[src/rtl/fbk_pkg.sv]
package fbk_pkg;

    typedef enum logic [1:0] {
        IMG_HDR = 2'd0,
        IMG_PRI = 2'd1,
        IMG_GLD = 2'd2
    } img_e;

    typedef enum logic [1:0] {
        ST_LOAD = 2'd0,
        ST_RUN  = 2'd1,
        ST_HALT = 2'd2
    } st_e;

endpackage

[src/rtl/fbk_watchdog.sv]
module fbk_watchdog #(
    parameter int          WDT_W   = 16,
    parameter logic [15:0] WDT_MIN = 16'h0202
) (
    input  logic             clk,
    input  logic             rst_n,
    input  logic             clr_i,
    input  logic             arm_i,
    input  logic [WDT_W-1:0] load_i,
    output logic             timeout_o
);
    localparam logic [WDT_W-1:0] FLOOR = WDT_W'(WDT_MIN);

    logic [WDT_W-1:0] lim;
    logic [WDT_W-1:0] cnt_d, cnt_q;

    always_comb begin
        lim   = (load_i < FLOOR) ? FLOOR : load_i;
        cnt_d = cnt_q;
        if (clr_i) begin
            cnt_d = '0;
        end else if (arm_i && (cnt_q != lim)) begin
            cnt_d = cnt_q + 1'b1;
        end
        timeout_o = arm_i && (cnt_q == lim);
    end

    always_ff @(posedge clk or negedge rst_n) begin
        if (!rst_n) begin
            cnt_q <= '0;
        end else begin
            cnt_q <= cnt_d;
        end
    end

    AST_WDT_FLOOR: assert property (@(posedge clk) disable iff (!rst_n)
        timeout_o |-> (cnt_q >= FLOOR));
    AST_WDT_IDLE_HOLD: assert property (@(posedge clk) disable iff (!rst_n)
        (!arm_i && !clr_i) |=> $stable(cnt_q));

endmodule

[src/rtl/fbk_decide.sv]
module fbk_decide
    import fbk_pkg::*;
#(
    parameter int SW    = 4,
    parameter int LIM_A = 3,
    parameter int LIM_B = 6,
    parameter int LIM_C = 9
) (
    input  img_e          img_i,
    input  logic [SW-1:0] strikes_i,
    input  logic          crc_only_i,
    input  logic          fb_ok_i,
    input  logic          reset_on_err_i,
    output logic          halt_o,
    output img_e          tgt_o,
    output logic [SW-1:0] next_strikes_o
);
    localparam logic [SW-1:0] SMAX = '1;
    localparam logic [SW-1:0] LA   = SW'(LIM_A);
    localparam logic [SW-1:0] LB   = SW'(LIM_B);
    localparam logic [SW-1:0] LC   = SW'(LIM_C);

    logic [SW-1:0] n;

    always_comb begin
        n      = (strikes_i == SMAX) ? SMAX : strikes_i + 1'b1;
        halt_o = 1'b0;
        tgt_o  = img_i;
        if (!fb_ok_i) begin
            halt_o = 1'b1;
        end else if (crc_only_i && !reset_on_err_i) begin
            halt_o = 1'b1;
        end else begin
            case (img_i)
                IMG_HDR: begin
                    if (n >= LA) halt_o = 1'b1;
                    else         tgt_o  = IMG_HDR;
                end
                IMG_PRI: begin
                    if (strikes_i < LB) begin
                        tgt_o = (n < LA) ? IMG_PRI : IMG_GLD;
                    end else if (n >= LC) begin
                        halt_o = 1'b1;
                    end else begin
                        tgt_o = IMG_GLD;
                    end
                end
                IMG_GLD: begin
                    if (n < LB)      tgt_o  = IMG_GLD;
                    else if (n < LC) tgt_o  = IMG_HDR;
                    else             halt_o = 1'b1;
                end
                default: halt_o = 1'b1;
            endcase
        end
        next_strikes_o = n;
    end

endmodule

[src/rtl/fbk_strike_ctrl.sv]
module fbk_strike_ctrl
    import fbk_pkg::*;
#(
    parameter int          AW      = 24,
    parameter int          SW      = 4,
    parameter int          WDT_W   = 16,
    parameter logic [15:0] WDT_MIN = 16'h0202,
    parameter int          LIM_A   = 3,
    parameter int          LIM_B   = 6,
    parameter int          LIM_C   = 9
) (
    input  logic             clk,
    input  logic             rst_n,
    input  logic             hard_rst_i,
    input  logic             crc_err_i,
    input  logic             sync_det_i,
    input  logic             eos_i,
    input  logic             iprog_i,
    input  logic             reset_on_err_i,
    input  logic             master_i,
    input  logic             encrypt_i,
    input  logic [AW-1:0]    pri_addr_i,
    input  logic [AW-1:0]    gld_addr_i,
    input  logic [WDT_W-1:0] wdt_load_i,
    output logic [AW-1:0]    start_addr_o,
    output logic             reconf_o,
    output logic [1:0]       image_o,
    output logic             init_b_o,
    output logic             done_o,
    output logic             halted_o,
    output logic [SW-1:0]    strikes_o
);
    typedef struct packed {
        st_e           st;
        img_e          img;
        logic [SW-1:0] strikes;
        logic [AW-1:0] addr;
        logic          reconf;
        logic          synced;
        logic          gold_boot;
    } ctl_t;

    localparam ctl_t CTL_RST = '{st: ST_LOAD, img: IMG_HDR, strikes: '0,
                                 addr: '0, reconf: 1'b0, synced: 1'b0,
                                 gold_boot: 1'b0};

    ctl_t ctl_d, ctl_q;

    logic          wdt_to;
    logic          wdt_arm;
    logic          wdt_clr;
    logic          loading;
    logic          err;
    logic          dec_halt;
    img_e          dec_tgt;
    logic [SW-1:0] dec_strikes;

    function automatic logic [AW-1:0] addr_of(input img_e im,
                                              input logic [AW-1:0] pa,
                                              input logic [AW-1:0] ga);
        case (im)
            IMG_PRI: addr_of = pa;
            IMG_GLD: addr_of = ga;
            default: addr_of = '0;
        endcase
    endfunction

    assign loading = (ctl_q.st == ST_LOAD);
    assign err     = loading && (crc_err_i || wdt_to);
    assign wdt_arm = loading && master_i && !ctl_q.synced;

    fbk_decide #(
        .SW    (SW),
        .LIM_A (LIM_A),
        .LIM_B (LIM_B),
        .LIM_C (LIM_C)
    ) u_decide (
        .img_i          (ctl_q.img),
        .strikes_i      (ctl_q.strikes),
        .crc_only_i     (crc_err_i && !wdt_to),
        .fb_ok_i        (master_i && !encrypt_i),
        .reset_on_err_i (reset_on_err_i),
        .halt_o         (dec_halt),
        .tgt_o          (dec_tgt),
        .next_strikes_o (dec_strikes)
    );

    always_comb begin
        img_e soft_tgt;
        ctl_d        = ctl_q;
        ctl_d.reconf = 1'b0;
        soft_tgt     = ctl_q.gold_boot ? IMG_GLD : IMG_PRI;
        if (hard_rst_i) begin
            ctl_d = CTL_RST;
        end else begin
            case (ctl_q.st)
                ST_LOAD: begin
                    if (err) begin
                        ctl_d.strikes = dec_strikes;
                        if (dec_halt) begin
                            ctl_d.st = ST_HALT;
                        end else begin
                            ctl_d.reconf = 1'b1;
                            ctl_d.img    = dec_tgt;
                            ctl_d.addr   = addr_of(dec_tgt, pri_addr_i, gld_addr_i);
                            ctl_d.synced = 1'b0;
                        end
                    end else if (eos_i) begin
                        ctl_d.st = ST_RUN;
                        if (ctl_q.img == IMG_GLD) ctl_d.gold_boot = 1'b1;
                    end else if (iprog_i && (ctl_q.img == IMG_HDR) && ctl_q.synced) begin
                        ctl_d.reconf = 1'b1;
                        ctl_d.img    = soft_tgt;
                        ctl_d.addr   = addr_of(soft_tgt, pri_addr_i, gld_addr_i);
                        ctl_d.synced = 1'b0;
                    end else if (sync_det_i) begin
                        ctl_d.synced = 1'b1;
                    end
                end
                ST_RUN: begin
                    if (iprog_i) begin
                        ctl_d.st     = ST_LOAD;
                        ctl_d.reconf = 1'b1;
                        ctl_d.img    = soft_tgt;
                        ctl_d.addr   = addr_of(soft_tgt, pri_addr_i, gld_addr_i);
                        ctl_d.synced = 1'b0;
                    end
                end
                default: begin
                    ctl_d.st = ST_HALT;
                end
            endcase
        end
    end

    assign wdt_clr = ctl_d.reconf || hard_rst_i;

    fbk_watchdog #(
        .WDT_W   (WDT_W),
        .WDT_MIN (WDT_MIN)
    ) u_wdt (
        .clk       (clk),
        .rst_n     (rst_n),
        .clr_i     (wdt_clr),
        .arm_i     (wdt_arm),
        .load_i    (wdt_load_i),
        .timeout_o (wdt_to)
    );

    always_ff @(posedge clk or negedge rst_n) begin
        if (!rst_n) begin
            ctl_q <= CTL_RST;
        end else begin
            ctl_q <= ctl_d;
        end
    end

    assign start_addr_o = ctl_q.addr;
    assign reconf_o     = ctl_q.reconf;
    assign image_o      = ctl_q.img;
    assign halted_o     = (ctl_q.st == ST_HALT);
    assign init_b_o     = !halted_o && !ctl_q.reconf;
    assign done_o       = (ctl_q.st == ST_RUN);
    assign strikes_o    = ctl_q.strikes;

    AST_STRIKE_STEP: assert property (@(posedge clk) disable iff (!rst_n)
        !hard_rst_i |=> ((ctl_q.strikes == $past(ctl_q.strikes)) ||
                         (ctl_q.strikes == SW'($past(ctl_q.strikes) + 1'b1))));
    AST_HALT_STICKY: assert property (@(posedge clk) disable iff (!rst_n)
        ((ctl_q.st == ST_HALT) && !hard_rst_i) |=> (ctl_q.st == ST_HALT));
    AST_SOFT_KEEPS_COUNT: assert property (@(posedge clk) disable iff (!rst_n)
        ((ctl_q.st == ST_RUN) && iprog_i && !hard_rst_i) |=> $stable(ctl_q.strikes));
    AST_SOFT_TO_GOLD: assert property (@(posedge clk) disable iff (!rst_n)
        ((ctl_q.st == ST_RUN) && ctl_q.gold_boot && iprog_i && !hard_rst_i)
        |=> (ctl_q.reconf && (ctl_q.img == IMG_GLD)));
    AST_HDR_AT_ZERO: assert property (@(posedge clk) disable iff (!rst_n)
        (ctl_q.reconf && (ctl_q.img == IMG_HDR)) |-> (ctl_q.addr == '0));
    AST_NO_PULSE_FROM_HALT: assert property (@(posedge clk) disable iff (!rst_n)
        (ctl_q.st == ST_HALT) |=> !ctl_q.reconf);

endmodule

[config.mk]
export PLATFORM = sky130hd
export DESIGN_NAME = fbk_strike_ctrl
export DESIGN_NICKNAME = d
export VERILOG_FILES = /design/src/rtl/fbk_pkg.sv /design/src/rtl/fbk_watchdog.sv /design/src/rtl/fbk_decide.sv /design/src/rtl/fbk_strike_ctrl.sv
export SDC_FILE = /design/constraint.sdc
export NUM_CORES = 1
export LEC_CHECK = 0
export BUFFER_PORTS_ARGS = -buffer_cell sky130_fd_sc_hd__buf_2
export CORE_ASPECT_RATIO = 1.4
export CORE_MARGIN = 5
export CORE_UTILIZATION = 58
export DETAILED_ROUTE_END_ITERATION = 10
export PLACE_DENSITY = 0.84
export SKIP_CTS_REPAIR_TIMING = 1
export SLEW_MARGIN = 20
export SYNTH_ARGS = -nofsm -noshare
export SYNTH_HDL_FRONTEND = slang
export SYNTH_SLANG_ARGS = --single-unit
[constraint.sdc]
create_clock -name clk -period 10.3 [get_ports clk]
set_input_delay 0.515 -clock clk [delete_from_list [all_inputs] [get_ports clk]]
set_output_delay 0.515 -clock clk [all_outputs]
set_load 0.02 [all_outputs]
==> results of run 1 <==
-- layer usage --
layer	vias up	track usage	wire length (um)	part of all wire
met4	0	0.100	289	0.026
met1	1950	0.338	4590	0.42
li1	1850	-	-	-
met5	-	0	0	0
met3	27	0.0421	762	0.069
met2	188	0.452	5410	0.49
-- cell usage after synthesis (4+ instances only) --
cell and count:
ha_1 4, o311a_1 23, inv_1 16, clkbuf_1 20, xnor2_1 16, o21ai_0 8
a211oi_1 4, mux2i_1 27, dfrtp_1 51, buf_4 33, a21oi_1 14, nor2_1 60
buf_2 4, nand2_1 19, nor3_1 14, nor2b_1 12, a31oi_1 4, o221ai_1 24
nor4_1 7, xor2_1 5, nand3_1 8, nand2b_1 5, or4_1 4, a22oi_1 25
-- layout make-up --
| type | instances | area [um^2] | area share |
|---|---|---|---|
| Clock inverter | 1 | 30.0 | 0.00667 |
| Timing Repair Buffer | 111 | 586 | 0.130 |
| Clock buffer | 6 | 72.6 | 0.0161 |
| Sequential cell | 51 | 1280 | 0.284 |
| Tap cell | 95 | 119 | 0.0264 |
| Multi-Input combinational cell | 335 | 2350 | 0.523 |
| Inverter | 17 | 63.8 | 0.0142 |
-- flip-flops by register name, indices dropped and copies added, names as in the netlist --
name          flops
strikes_o         4
image_o           2
u_wdt.cnt_q      16
start_addr_o     24
ctl_q             4
reconf_o          1
-- worst paths after layout --
check | startpoint | endpoint | slack [ns] | depth (start not counted)
max | wdt_load_i[15] | start_addr_o[2]$_DFFE_PN0P_ | 5.93 | 13
min | rst_n | start_addr_o[19]$_DFFE_PN0P_ | 0.33 | 2
max reg2reg | u_wdt.cnt_q[4]$_DFFE_PN0P_ | start_addr_o[2]$_DFFE_PN0P_ | 6.07 | 12
min reg2reg | start_addr_o[23]$_DFFE_PN0P_ | start_addr_o[23]$_DFFE_PN0P_ | 0.54 | 1
max in group asynchronous | rst_n | start_addr_o[15]$_DFFE_PN0P_ | 9.51 | 2
min in group clk | sync_det_i | ctl_q[1]$_DFFE_PN0P_ | 0.49 | 3
-- cell families after synthesis --
logic type      after synthesis
compound gates              129
xor+xnor                     21
fa+ha+maj                     4
buf+inv                      74
flops                        51
mux                          27
simple gates                154
-- cell usage in the layout, fill, tap and decap left out, types with 5 or more instances in the layout --
| cell type | Yosys | layout |
|---|---|---|
| buf_2 | 4 | 107 |
| nor2_1 | 60 | 60 |
| dfrtp_1 | 51 | 51 |
| mux2i_1 | 27 | 27 |
| a22oi_1 | 25 | 25 |
| o221ai_1 | 24 | 24 |
| o311a_1 | 23 | 23 |
| nand2_1 | 19 | 19 |
| inv_1 | 16 | 16 |
| xnor2_1 | 16 | 16 |
| a21oi_1 | 14 | 14 |
| nor3_1 | 14 | 14 |
| nor2b_1 | 12 | 12 |
| o21ai_0 | 8 | 8 |
| nand3_1 | 8 | 8 |
| nor4_1 | 7 | 7 |
| nand2b_1 | 5 | 5 |
| xor2_1 | 5 | 5 |
| clkbuf_8 | 0 | 5 |
-- per-stage QoR --
stage / instance area (um^2) / worst slack [ns] / instances / util
CTS: 4470 / 5.97 / 615 / 0.649
finish: 4500 / 5.93 / 616 / 0.653
global placement: 4370 / 5.74 / 608 / 0.634
detailed placement: 4370 / 5.65 / 608 / 0.634
floorplan: 4030 / 6.43 / 460 / -
global route: 4500 / 5.43 / 616 / 0.653
-- power groups by stage --
stage                     clock network, mW  logic (mW)  registers [mW]
after floorplan                           0      0.0755           0.218
after global placement                    0       0.106           0.221
after detailed placement                  0       0.109           0.221
after CTS                             0.141       0.109           0.217
after global routing                  0.150       0.122           0.219
final                                 0.138       0.110           0.218
==> results by group, run 1 <==
Outcome
  – Status: complete, no violations

Critical path
  – Crit-path most repeated cell: nand3_1
  – Critical path buffers and inverters: 2
  – Startpoint types: input pin
  – Critical path class: in -> reg
  – CP Data Arrival Time: 4.62 ns
  – Max incr delay on CP: 0.78 ns
  – Critical-path top delay cell: ha_1
  – CP Capture Type: flop
  – Critical-path maximum fanout: 24
  – CP required: 10.55 ns
  – Delay-heaviest family, CP: compound AO/OA/AOI/OAI gates
  – Worst-path cell chain: buf_2 > nor4_2 > nand3_1 > a2111oi_0 > nand3_1 > or4_4 > o41ai_2 > o21ai_0 > inv_1 > ha_1 > a22oi_1 > o221ai_1 > o311a_1

Floorplanning
  – Die Y: 109 um
  – Io pins: 108
  – Die W: 80.5 um
  – Die ar.: 8740 um^2
  – Row Count: 36
  – Initial core utilization: 0.585
  – Core footprint: 6890 um^2

Placed design
  – Dpl hpwl: 7900 um
  – GPL Wtd Cong: 0.913
  – I/O Buffers: 107

Global routing
  – First-pass GRT wire length: 18700 um
  – Number of global-route vias before repair: 4034
  – Grt ovf: 0
  – Largest net degree at the start of global routing: 52
  – Antenna violations before repair: 0
  – Global router's overall resource usage: 0.266

Clock tree
  – CTS Sinks: 51
  – CTS clk-pin slew, worst paths: 0.10 ns
  – CTS H-Tree Depth: 2
  – Clock root cell: clkbuf_8
  – CTS Buf Count: 5
  – Clock buffer depth: 2
  – Clk Latency, worst-skew pair: 0.31 ns
  – TritonCTS clock tree: built

Finish
  – Post-layout net count: 599
  – Layout cells sized above 1: 0.244
  – Area grow syn2layout: 11.6%
  – ANT cells: 0
  – Fillers: 638

Logic synthesis
  – #FFs+latches synth: 51
  – Synth Cell Area: 4030 um^2
  – Adder-cell share of the synthesized area: 0.0124
  – Synth area leader: dfrtp_1
  – Share of the synthesized area in the top cell type: 0.317
  – Register area share after synthesis: 0.317
  – Compound-Gate Fraction of Synth Area: 0.262
  – Ys async rst share: 1.00
  – Syn_area_per_cell: 8.76 um^2
  – Main combinational cell family by area after synthesis: compound AO/OA/AOI/OAI gates
  – Post-synthesis xor/xnor area fraction: 0.0456
  – Post-synth top flop: dfrtp_1
  – Cell variety after synth: 58
  – Simple-Gate Fraction of Synth Area: 0.196
  – YS warnings: 0
  – Synth area leaders: dfrtp_1 (32%), mux2i_1 (6.7%), buf_4 (6.1%)
  – Syn Nets: 538
  – EDFF count, synth: 0
  – Mapped Cells: 460
  – Mux cell area share after synthesis: 0.0670

Power and ir drop
  – Gate power share: 0.237
  – Internal: 322 uW
  – Leak: 1.94 nW
  – Power Total: 466 uW
  – Cell area power density: 104 nW/um^2
  – Max VDD drop: 0.0000722 V
  – Net Switching: 144 uW
  – Switching share of power: 0.309
  – Clock share of power: 0.296
  – Sequential power share: 0.467

Timing
  – Slew HR: 0.275
  – RSZ-0062 raised after global routing: false
  – Worst clock skew: 0.0114 ns
  – Period minus WS final: 4.37 ns
  – Slew @ Worst Pin: 1.08 ns
  – Final max-slew violation count: 0
  – WHS: 0.326 ns
  – Top achievable clock speed: 229 MHz
  – Setup TNS: 0 ns
  – Period utilization: 0.425
  – Setup violations, final: 0
  – Hold Vio Cnt, Final: 0

Detailed routing
  – DR DRC count: 0
  – Vias per Instance: 6.52
  – Final WL: 11100 um
  – Remaining antenna violation count: 0
  – Pre-antenna DRT Iters: 5
  – Routed WL per cell: 17.9 um
  – DR vias: 4015
  – Initial DRC Count: 255

Worst hold path
  – Hold Crit Class: in -> async

Flow run
  – # Max-Cap Violations: 0
Power figures use the tool's default switching activity.
==> inputs of run 2 (changes only) <==
- ABC_AREA: not set -> 1
- CORE_UTILIZATION: 58 -> 50
- PLACE_DENSITY: 0.84 -> 0.75
- clock period: 10.3 -> 3.7 ns (I/O delays scaled with it)
==> run 2 against run 1 <==
  * Clock-buffer cell count stayed put
  * Sequential power increased to 2.7 times the previous value
  * Core utilization shrank 9.4 points
  * Combinational power increased to 2.9 times the previous value
  * Clock skew decreased by 0.0080 ns
  * Total power rose to 2.9 times the previous value
  * Critical endpoint is now start_addr_o[23]$_DFFE_PN0P_
==> results by group, run 2 <==
Critical path
  – CP Capture Type: flop
  – R2R cell count: 21
  – CP Data Arrival Time: 3.47 ns
  – CP required: 3.88 ns
  – Critical path class: reg -> reg
  – Critical R2R Launch: u_wdt.cnt_q[12]$_DFFE_PN0P_
  – R2R setup slack: 0.42 ns
  – Critical-path maximum fanout: 24
  – Startpoint types: flop
  – RR Endpoint: start_addr_o[23]$_DFFE_PN0P_

Logic synthesis
  – Syn_area_per_cell: 6.12 um^2
  – Synth Cell Area: 4610 um^2
  – Synth cell count leaders: nand2_1 (245), o21ai_0 (96), inv_1 (88)
  – Ys async rst share: 1.00
  – Syn Nets: 831
  – Mapped Cells: 753
  – #FFs+latches synth: 51
  – Synth area leaders: dfrtp_1 (28%), nand2_1 (20%), o21ai_0 (10%)
  – Register area share after synthesis: 0.277
  – Post-synth top flop: dfrtp_1
  – Count leader, synth: nand2_1
  – EDFF count, synth: 0
  – Synth area leader: dfrtp_1
  – YS warnings: 0
  – Share of the synthesized area in the top cell type: 0.277
  – Cell variety after synth: 32

Power and ir drop
  – Leak: 2.69 nW
  – Internal: 915 uW
  – Gate power share: 0.238
  – Switching share of power: 0.325
  – Clock share of power: 0.329
  – Cell area power density: 269 nW/um^2
  – Max VDD drop: 0.000169 V
  – Net Switching: 441 uW
  – Sequential power share: 0.433

Clock tree
  – Clk Latency, worst-skew pair: 0.29 ns
  – TritonCTS clock tree: built
  – CTS H-Tree Depth: 2
  – Clock buffer depth: 2
  – CTS Buf Count: 5
  – Clock root cell: clkbuf_16
  – CTS Sinks: 51
  – CTS clk-pin slew, worst paths: 0.06 ns

Floorplanning
  – Row Count: 41
  – Die Y: 124 um
  – Io pins: 108
  – Core footprint: 9030 um^2
  – Initial core utilization: 0.511
  – Die W: 91.2 um
  – Die ar.: 11300 um^2

Detailed routing
  – Final WL: 12800 um
  – DR DRC count: 0
  – DR vias: 4996
  – Routed WL per cell: 14.0 um
  – Remaining antenna violation count: 0
  – Pre-antenna DRT Iters: 5
  – Initial DRC Count: 321
  – Vias per Instance: 5.46

Global routing
  – First-pass GRT wire length: 22000 um
  – Largest net degree at the start of global routing: 52
  – Global router's overall resource usage: 0.234
  – Grt ovf: 0
  – Antenna violations before repair: 0
  – Number of global-route vias before repair: 4978

Timing
  – Hold Vio Cnt, Final: 0
  – Period utilization: 0.888
  – Worst clock skew: 0.00341 ns
  – Setup violations, final: 0
  – Slew HR: 0.389
  – WHS: 0.194 ns
  – Period minus WS final: 3.28 ns
  – RSZ-0062 raised after global routing: false
  – Slew @ Worst Pin: 0.914 ns
  – Final max-slew violation count: 0
  – Setup TNS: 0 ns
  – Top achievable clock speed: 304 MHz

Placed design
  – Area after DPL: 4910 um^2
  – GPL Wtd Cong: 0.919
  – Dpl hpwl: 9280 um
  – I/O Buffers: 107

Finish
  – Largest register FFs: 24
  – Layout cells sized above 1: 0.177
  – Final Cell Area: 5050 um^2
  – Post-layout net count: 887
  – Fillers: 888
  – Commonest non-fill, non-tap cell in the layout: nand2_1
  – Area grow syn2layout: 9.50%
  – Commonest non-fill, non-tap cells in the layout: nand2_1 (245), buf_2 (106), o21ai_0 (96)
  – ANT cells: 0

Flow run
  – # Max-Cap Violations: 0

Outcome
  – Status: complete, no violations

Worst hold path
  – Hold_sp: hard_rst_i
  – Hold Crit Class: in -> reg
  – Worst Hold Path EP: ctl_q[0]$_DFFE_PN0P_
  – Hold path cells: 2
run 2: cell families (layout without fill, tap and decap cells):
family	count (synthesis)	after routing	synth area share
and+or+nand+nor	417	417	0.396
buffers and inverters	157	212	0.166
AOI/OAI and AO/OA	107	107	0.119
DFF	51	51	0.277
xor gates and xnor gates	17	17	0.0323
adders and majority gates	4	4	0.0109
run 2: stage by stage:
step,worst slack (ns),power [mW],util,cells
floorplan,0.939,0.817,-,753
global placement,0.564,0.910,0.543,908
detailed placement,0.439,0.918,0.544,908
CTS,0.389,1.36,0.558,914
global route,0.0177,1.43,0.559,915
finish,0.416,1.36,0.559,915
run 2: routing by layer:
metal | share of wire | global-route usage | vias to the layer above
li1 | - | - | 2461
met1 | 0.39 | 0.263 | 2288
met2 | 0.52 | 0.430 | 213
met3 | 0.067 | 0.0350 | 34
met4 | 0.029 | 0.117 | 0
met5 | 0 | 0 | -
run 2: how the worst max path moves through the flow:
stage | startpoint | endpoint | slack (ns) | cells after the start
final | u_wdt.cnt_q[12]$_DFFE_PN0P_ | start_addr_o[23]$_DFFE_PN0P_ | 0.42 | 21
after CTS | u_wdt.cnt_q[12]$_DFFE_PN0P_ | start_addr_o[20]$_DFFE_PN0P_ | 0.39 | 23
after floorplan | u_wdt.cnt_q[12]$_DFFE_PN0P_ | start_addr_o[6]$_DFFE_PN0P_ | 0.94 | 22
after detailed placement | u_wdt.cnt_q[12]$_DFFE_PN0P_ | start_addr_o[0]$_DFFE_PN0P_ | 0.44 | 21
after global routing | strikes_o[0]$_DFFE_PN0P_ | start_addr_o[6]$_DFFE_PN0P_ | 0.02 | 19
after global placement | u_wdt.cnt_q[12]$_DFFE_PN0P_ | start_addr_o[11]$_DFFE_PN0P_ | 0.56 | 23
run 2: cell type report:
cell class              count  area [um^2]  area share
multi-input cells         545         2570       0.509
repair buffers            114          593       0.117
flip-flops and latches     51         1280       0.253
clock buffers               6          129      0.0255
inverters                  92          345      0.0684
well taps                 107          134      0.0265
run 2: worst max-delay path: stages, from the launching register on:
cell and delay, ns:
dfrtp_1 0.45, xnor2_1 0.18, nand2_1 0.08, nor2_1 0.12
nand2_1 0.07, nor2_1 0.11, nand2_1 0.08, nor2_1 0.08
nand2_1 0.06, nor2_2 0.13, nand3_2 0.14, nand2_2 0.14
nand2_1 0.06, nand2_1 0.05, nand2_1 0.09, ha_1 0.20
inv_1 0.52, o21ai_0 0.20, nand2_1 0.09, nor3_1 0.06
o21ai_0 0.19, nand2_1 0.07
run 2: power groups by stage:
| stage | Clock, mW | Sequential, mW | Combinational [mW] |
|---|---|---|---|
| 2_1_floorplan | 0 | 0.594 | 0.223 |
| 3_3_place_gp | 0 | 0.597 | 0.313 |
| 3_5_place_dp | 0 | 0.598 | 0.321 |
| 4_1_cts | 0.448 | 0.588 | 0.322 |
| 5_1_grt | 0.475 | 0.589 | 0.364 |
| 6_report | 0.446 | 0.588 | 0.323 |
